--- config.mk ---
export PLATFORM = sky130hd
export DESIGN_NAME = err_status_reg
export DESIGN_NICKNAME = d
export VERILOG_FILES = /design/src/rtl/err_status_pkg.sv /design/src/rtl/err_status_access.sv /design/src/rtl/err_status_softrst.sv /design/src/rtl/err_status_flags.sv /design/src/rtl/err_status_reg.sv
export SDC_FILE = /design/constraint.sdc
export NUM_CORES = 1
export LEC_CHECK = 0
export ABC_AREA = 1
export BUFFER_PORTS_ARGS = -buffer_cell sky130_fd_sc_hd__buf_2
export CORE_MARGIN = 3
export CORE_UTILIZATION = 32
export DETAILED_ROUTE_END_ITERATION = 10
export GPL_ROUTABILITY_DRIVEN = 0
export GPL_TIMING_DRIVEN = 0
export PLACE_DENSITY = 0.71
export SETUP_SLACK_MARGIN = 0.15
export SYNTH_ARGS = -nofsm -noshare
export SYNTH_HDL_FRONTEND = slang
export SYNTH_SLANG_ARGS = --single-unit
--- constraint.sdc ---
create_clock -name clk_i -period 1 [get_ports clk_i]
set_clock_uncertainty 0.05 [all_clocks]
set_input_delay 0.2 -clock clk_i [delete_from_list [all_inputs] [get_ports clk_i]]
set_output_delay 0.2 -clock clk_i [all_outputs]
set_load 0.05 [all_outputs]
--- src/rtl/err_status_pkg.sv ---
package err_status_pkg;

  typedef enum logic [1:0] {
    ID_UNIQUE = 2'b00,
    ID_GROUP  = 2'b01,
    ID_BCAST  = 2'b10,
    ID_RSVD   = 2'b11
  } id_kind_e;

  // position of the flag that the status block sets on its own
  localparam int unsigned FLAG_RD_UNMAPPED = 2;

  // one flag bit: wipe beats everything, a new event beats clear-on-read
  function automatic logic flag_next(logic cur, logic set, logic rd_clr, logic wipe);
    return wipe ? 1'b0 : ((cur & ~rd_clr) | set);
  endfunction

  // an armed soft reset leaves the pending state at frame end or on startup
  function automatic logic pend_next(logic armed, logic frame_end, logic startup);
    return (frame_end | startup) ? 1'b0 : armed;
  endfunction

endpackage

--- src/rtl/err_status_access.sv ---
module err_status_access
  import err_status_pkg::*;
#(
  parameter int unsigned ADDR_W = 5,
  parameter logic [ADDR_W-1:0] STATUS_ADDR = 5'h1A
) (
  input  logic              acc_valid,
  input  logic              acc_write,
  input  logic [ADDR_W-1:0] acc_addr,
  input  logic              acc_sr_bit,
  input  logic [1:0]        acc_id,
  input  logic              rd_enable,
  output logic              rd_hit,
  output logic              rd_unmapped,
  output logic              sr_qual
);

  logic     addr_match;
  logic     is_unique;
  logic     is_read;
  logic     is_write;
  id_kind_e id_kind;

  always_comb begin
    id_kind    = id_kind_e'(acc_id);
    is_unique  = (id_kind == ID_UNIQUE);
    addr_match = (acc_addr == STATUS_ADDR);
    is_read    = acc_valid & ~acc_write;
    is_write   = acc_valid & acc_write;
  end

  // status register answers unique-ID reads regardless of the read enable
  assign rd_hit      = is_read & is_unique & addr_match;
  // any other unique-ID read while reads are off is flagged and unanswered
  assign rd_unmapped = is_read & is_unique & ~addr_match & ~rd_enable;
  // soft-reset command: unique ID only, group and broadcast dropped
  assign sr_qual     = is_write & is_unique & addr_match & acc_sr_bit;

endmodule

--- src/rtl/err_status_softrst.sv ---
module err_status_softrst
  import err_status_pkg::*;
(
  input  logic clk,
  input  logic rst_n,
  input  logic sr_qual,
  input  logic frame_end,
  input  logic startup,
  output logic sr_pulse
);

  logic pend_q;
  logic armed;

  assign armed    = pend_q | sr_qual;
  assign sr_pulse = frame_end & armed & ~startup;

  always_ff @(posedge clk or negedge rst_n) begin
    if (!rst_n) pend_q <= 1'b0;
    else        pend_q <= pend_next(armed, frame_end, startup);
  end

endmodule

--- src/rtl/err_status_flags.sv ---
module err_status_flags
  import err_status_pkg::*;
#(
  parameter int unsigned NFLAG        = 7,
  parameter int unsigned UNMAPPED_BIT = FLAG_RD_UNMAPPED
) (
  input  logic             clk,
  input  logic             rst_n,
  input  logic [NFLAG-1:0] evt,
  input  logic             rd_unmapped,
  input  logic             rd_clr,
  input  logic             wipe,
  output logic [NFLAG-1:0] flags
);

  logic [NFLAG-1:0] set_vec;

  for (genvar i = 0; i < NFLAG; i++) begin : g_flag
    if (i == UNMAPPED_BIT) begin : g_self
      assign set_vec[i] = evt[i] | rd_unmapped;
    end else begin : g_ext
      assign set_vec[i] = evt[i];
    end

    always_ff @(posedge clk or negedge rst_n) begin
      if (!rst_n) flags[i] <= 1'b0;
      else        flags[i] <= flag_next(flags[i], set_vec[i], rd_clr, wipe);
    end
  end

endmodule

--- src/rtl/err_status_reg.sv ---
module err_status_reg
  import err_status_pkg::*;
#(
  parameter int unsigned ADDR_W = 5,
  parameter int unsigned DATA_W = 8,
  parameter logic [ADDR_W-1:0] STATUS_ADDR = 5'h1A
) (
  input  logic              clk_i,
  input  logic              rst_ni,
  input  logic              startup_i,
  input  logic [DATA_W-2:0] evt_i,
  input  logic              acc_valid_i,
  input  logic              acc_write_i,
  input  logic [ADDR_W-1:0] acc_addr_i,
  input  logic [DATA_W-1:0] acc_wdata_i,
  input  logic [1:0]        acc_id_i,
  input  logic              frame_end_i,
  input  logic              rd_enable_i,
  output logic [DATA_W-1:0] rd_data_o,
  output logic              rd_valid_o,
  output logic              clr_on_read_o,
  output logic              soft_rst_o
);

  localparam int unsigned NFLAG  = DATA_W - 1;
  localparam int unsigned SR_BIT = DATA_W - 1;

  logic             rd_hit;
  logic             rd_unmapped;
  logic             sr_qual;
  logic             sr_pulse;
  logic             wipe;
  logic [NFLAG-1:0] flags_q;
  logic             unused_wdata;

  // flag bits of the write data are not writable
  assign unused_wdata = ^acc_wdata_i[SR_BIT-1:0];

  err_status_access #(
    .ADDR_W      (ADDR_W),
    .STATUS_ADDR (STATUS_ADDR)
  ) access_i (
    .acc_valid   (acc_valid_i),
    .acc_write   (acc_write_i),
    .acc_addr    (acc_addr_i),
    .acc_sr_bit  (acc_wdata_i[SR_BIT]),
    .acc_id      (acc_id_i),
    .rd_enable   (rd_enable_i),
    .rd_hit      (rd_hit),
    .rd_unmapped (rd_unmapped),
    .sr_qual     (sr_qual)
  );

  err_status_softrst softrst_i (
    .clk       (clk_i),
    .rst_n     (rst_ni),
    .sr_qual   (sr_qual),
    .frame_end (frame_end_i),
    .startup   (startup_i),
    .sr_pulse  (sr_pulse)
  );

  assign wipe = sr_pulse | startup_i;

  err_status_flags #(
    .NFLAG        (NFLAG),
    .UNMAPPED_BIT (FLAG_RD_UNMAPPED)
  ) flags_i (
    .clk         (clk_i),
    .rst_n       (rst_ni),
    .evt         (evt_i),
    .rd_unmapped (rd_unmapped),
    .rd_clr      (rd_hit),
    .wipe        (wipe),
    .flags       (flags_q)
  );

  // soft-reset bit is write-only and always returns 0
  assign rd_data_o     = rd_hit ? {1'b0, flags_q} : '0;
  assign rd_valid_o    = rd_hit;
  assign clr_on_read_o = rd_hit;
  assign soft_rst_o    = sr_pulse;

endmodule

Word-level counts from Yosys, hierarchy flattened
Cells that the tools add are included.

operators by class
  muxes and demuxes = 9
  reduce and logical (&&, ||, !) cells = 1
  eq/ne operators = 1
  bitwise logic cells = 34

operators by type and width
  kind                                  count
  bitwise AND 1 bit                     18
  bitwise OR 1 bit                      11
  two-way mux 1 bit                     8
  two-way mux 7 bit                     1
  == test 5 bit, second input constant  1
  inverter 1 bit                        5
  logical NOT 2 bit                     1

storage, ports and cells
  logic and storage cells = 53
  bits of input ports = 29
  bits in registers = 8

Depth between registers and ports, before layout
  depth in word-level cells = 9
  mapped depth = 8

Hierarchy
Synthesis repeated with hierarchy kept, for this count alone.

unflattened totals
  cells, all modules = 79
  area, all modules = 498.0 µm²

by module, submodules not included
  module              cells an instance  area an instance (µm²)  times used
  err_status_flags    29                 266.5                   1
  err_status_access   22                 97.6                    1
  err_status_reg      20                 82.6                    1
  err_status_softrst  8                  51.3                    1

Least setup slack after synthesis
No wires, ideal clock.

  path type = input-to-output
  from = input port acc_id_i[1]
  to = output port rd_data_o[0]
  data required time = 0.750 ns
  arrival time = 1.337 ns
  stages on the path = 6
  path slack = -0.587 ns
  buffers on the path = 1
  cell sequence = nor2_2 > nand2_2 > nor2_4 > nand2_4 > buf_6 > nor2_1

between the ends
  word-level cells in the longest chain between the ends = 4

RTL lines
  item                            line                     source
  start, declared                 err_status_reg.sv:16     input logic [1:0] acc_id_i,
  logical NOT 2 bit               err_status_access.sv:26  is_unique = (id_kind == ID_UNIQUE);
  bitwise AND 1 bit (2 in a row)  err_status_access.sv:33  assign rd_hit = is_read & is_unique & addr_match;
  two-way mux 7 bit               err_status_reg.sv:79     assign rd_data_o = rd_hit ? {1'b0, flags_q} : '0;
  end, declared                   err_status_reg.sv:19     output logic [DATA_W-1:0] rd_data_o,

Every way passes these cells.

Worst setup path in the final report
  from = input port acc_id_i[0]
  to = output port rd_valid_o

between the ends
  word-level cells in the longest chain between the ends = 3

RTL lines
  item                            line                     source
  logical NOT 2 bit               err_status_access.sv:26
  bitwise AND 1 bit (2 in a row)  err_status_access.sv:33
  end, declared                   err_status_reg.sv:20     output logic rd_valid_o,

Every way passes these cells.

==> impl_metrics.tcl <==
set metrics [dict create \
    antenna_found_initial 0 \
    routed_wl_microns 1300 \
    synth_edf_count 0 \
    synth_area_leaders "dfrtp_1 42%, nor2_1 13%, inv_1 11%, a21oi_1 5.2%, nand2_1 4.7%" \
    fin_crit_sh_pct 136 \
    cts-root-buf "clkbuf_4" \
    crit_fanout 5 \
    synth-main-ff-cell "dfrtp_1" \
    grt_setup_unrepaired "true" \
    drtIter0Drc 6 \
    synthToLayoutAreaGrowth_pct 101 \
    vias_per_cell 4.38 \
    gr-total-overflow 0 \
    first_global_vias 529 \
    fp.dieH_microns 44.6 \
    period_minus_slack_ns 1.36 \
    reg2reg_depth 6 \
    synth_area_per_cell_sq_um 7.33 \
    hold_class "input port to flop" \
    pwr_density_cell_nw_per_um2 798 \
    hold_viol 0 \
    start_util_pct 35.3 \
    nets 136 \
    cts_htree_levels 1 \
    first_pass_iters 4 \
    synth_top_area_share_pct 42.0 \
    num_vias 525 \
    cts_buffers 3 \
    p_seq_share_pct 46.2 \
    rows 13 \
    setup_slack_ns -0.360 \
    worstPathRequired_ns 0.75 \
    netSwitchingPower_mw 0.211 \
    p_sw_share_pct 27.5 \
    whs_ns 0.0771 \
    clk_latency_ns 0.25 \
    grt_max_degree 9 \
    power.internal_mw 0.555 \
    avgRoutedWirePerCell_microns 10.9 \
    p_leak_nw 0.478 \
    synthTopCellsByCount "17 x nor2_1, 14 x inv_1, 8 x dfrtp_1, 6 x nand2_1, 5 x a21oi_1" \
    worst-setup-path-type "input port to primary output" \
    layout.cells.non_filler 120 \
    arrival_ns 1.11 \
    postRouteAntennaNets 0 \
    max_freq_ghz 0.735 \
    comb_power_share_pct 21.9 \
    grt_usage_pct 16.0 \
    drive_gt1_share_pct 63.8 \
    synth.most_common_cell "nor2_1" \
    grt_pass1_wl_microns 2220 \
    fin_tns_setup_ns -3.12 \
    cts_tree "yes" \
    synth_seq_cells 8 \
    die_area_sq_um 1990 \
    whs_path_depth 2 \
    maxCapViolations 0 \
    core_area_sq_um 1350 \
    n_antenna_cell 0 \
    syn_area_sq_um 477 \
    chipWidth_microns 44.6 \
    status "complete, but fails checks" \
    ys_seq_area_share_pct 42.0 \
    hpwl_microns 899 \
    clkTransAtPathRegs_ns 0.05 \
    netlist_instances 65 \
    synth_area_leader_cell "dfrtp_1" \
    crit_path_end_kind "primary output" \
    startpoint_type "input port" \
    violations "setup timing" \
    cts_sinks 8 \
    finalSetupViolCount 10 \
    ys_types 15 \
    p_clk_share_pct 31.9 \
    place_area_sq_um 743 \
    stdcell_area_sq_um 960 \
    maxSlewViolCount 0 \
    cts_buffer_depth 2 \
    syn_nets 94 \
    io_buffers 31 \
    pin_count 40 \
    peakVddDrop_uv 951 \
    dp_cells 111 \
    async_flop_share_pct 100 \
    yosys_warnings 0 \
    drc 0 \
]
==> per-layer routing <==
metal | global-route usage, % | routed length (microns) | up-vias
met2 | 28.4 | 740 | 19
met4 | 3.61 | 11 | 0
met3 | 7.32 | 109 | 2
met5 | 0 | 0 | -
met1 | 17.0 | 443 | 236
li1 | - | - | 268
==> sequential cells by signal (all words and copies together), names as in the netlist <==
register          flops
flags_i.flags         7
softrst_i.pend_q      1
==> logic make-up (layout without fill, tap and decap cells) <==
group,Yosys count,in the layout,share of synthesized area (%)
AOI/OAI and AO/OA,7,7,8.92
other,1,1,0.787
buffers and inverters,17,57,16.5
DFF,8,8,42.0
and+or+nand+nor,32,32,31.8
==> critical path, cell delays in order <==
cell and delay, ns:
buf_6 0.10, nor2_4 0.10, nand2_2 0.07, nor2_4 0.10
nand2_4 0.09, buf_12 0.16, clkinvlp_4 0.07, buf_8 0.09
buf_8 0.13
==> metrics by stage <==
| stage | util [%] | total power [mW] | worst slack (ns) |
|---|---|---|---|
| 3_3_place_gp | 55.1 | 0.491 | -0.524 |
| 2_1_floorplan | - | 0.432 | -0.358 |
| 6_report | 71.1 | 0.766 | -0.360 |
| 4_1_cts | 69.9 | 0.770 | -0.359 |
| 3_5_place_dp | 55.1 | 0.497 | -0.530 |
| 5_1_grt | 71.1 | 0.822 | -0.415 |
==> power groups by stage <==
| stage | clock network (mW) | logic [mW] | registers, mW |
|---|---|---|---|
| after floorplan | 0 | 0.0748 | 0.357 |
| after global placement | 0 | 0.133 | 0.358 |
| after detailed placement | 0 | 0.138 | 0.359 |
| after CTS | 0.250 | 0.167 | 0.354 |
| after global routing | 0.280 | 0.188 | 0.355 |
| final | 0.244 | 0.168 | 0.354 |
==> worst paths after layout <==
path	from	to	slack, ns
worst max-delay path	acc_id_i[0]	rd_valid_o	-0.36
worst min-delay path	frame_end_i	softrst_i.pend_q	0.08
worst max register to register	softrst_i.pend_q	flags_i.flags[3]	0.02
worst min register to register	flags_i.flags[6]	flags_i.flags[6]	0.49
max in group asynchronous	rst_ni	flags_i.flags[5]	0.48
min in group asynchronous	rst_ni	flags_i.flags[2]	0.25
==> cell type report <==
class	count	area, sq um
plain buffers	3	42.5
clock buffers	3	22.5
fillers	92	390
inverters	14	56.3
multi-input cells	40	314
flip-flops and latches	8	200
well taps	15	18.8
repair buffers	37	305
==> cells in the final DEF (no fill, tap or decap), types with 2 or more instances in the layout <==
cell and n:
buf_4 5, buf_8 3, clkbuf_4 3, nor2_1 6, nand2_1 4, nand2_2 3
a21oi_2 2, buf_6 10, dfrtp_1 8, nor2_4 13, a21oi_1 5, inv_1 12
buf_2 19
==> repair_timing <==
action                                  CTS  global route
hold buffers                              1             0
resized for setup                        33             2
gates cloned                              1             0
hold endpoints to repair                  8             0
endpoints found under the setup margin   17            18
pin swaps                                 9             3
setup buffers                             3             1
No activity file was read; power rests on OpenSTA's default activity.
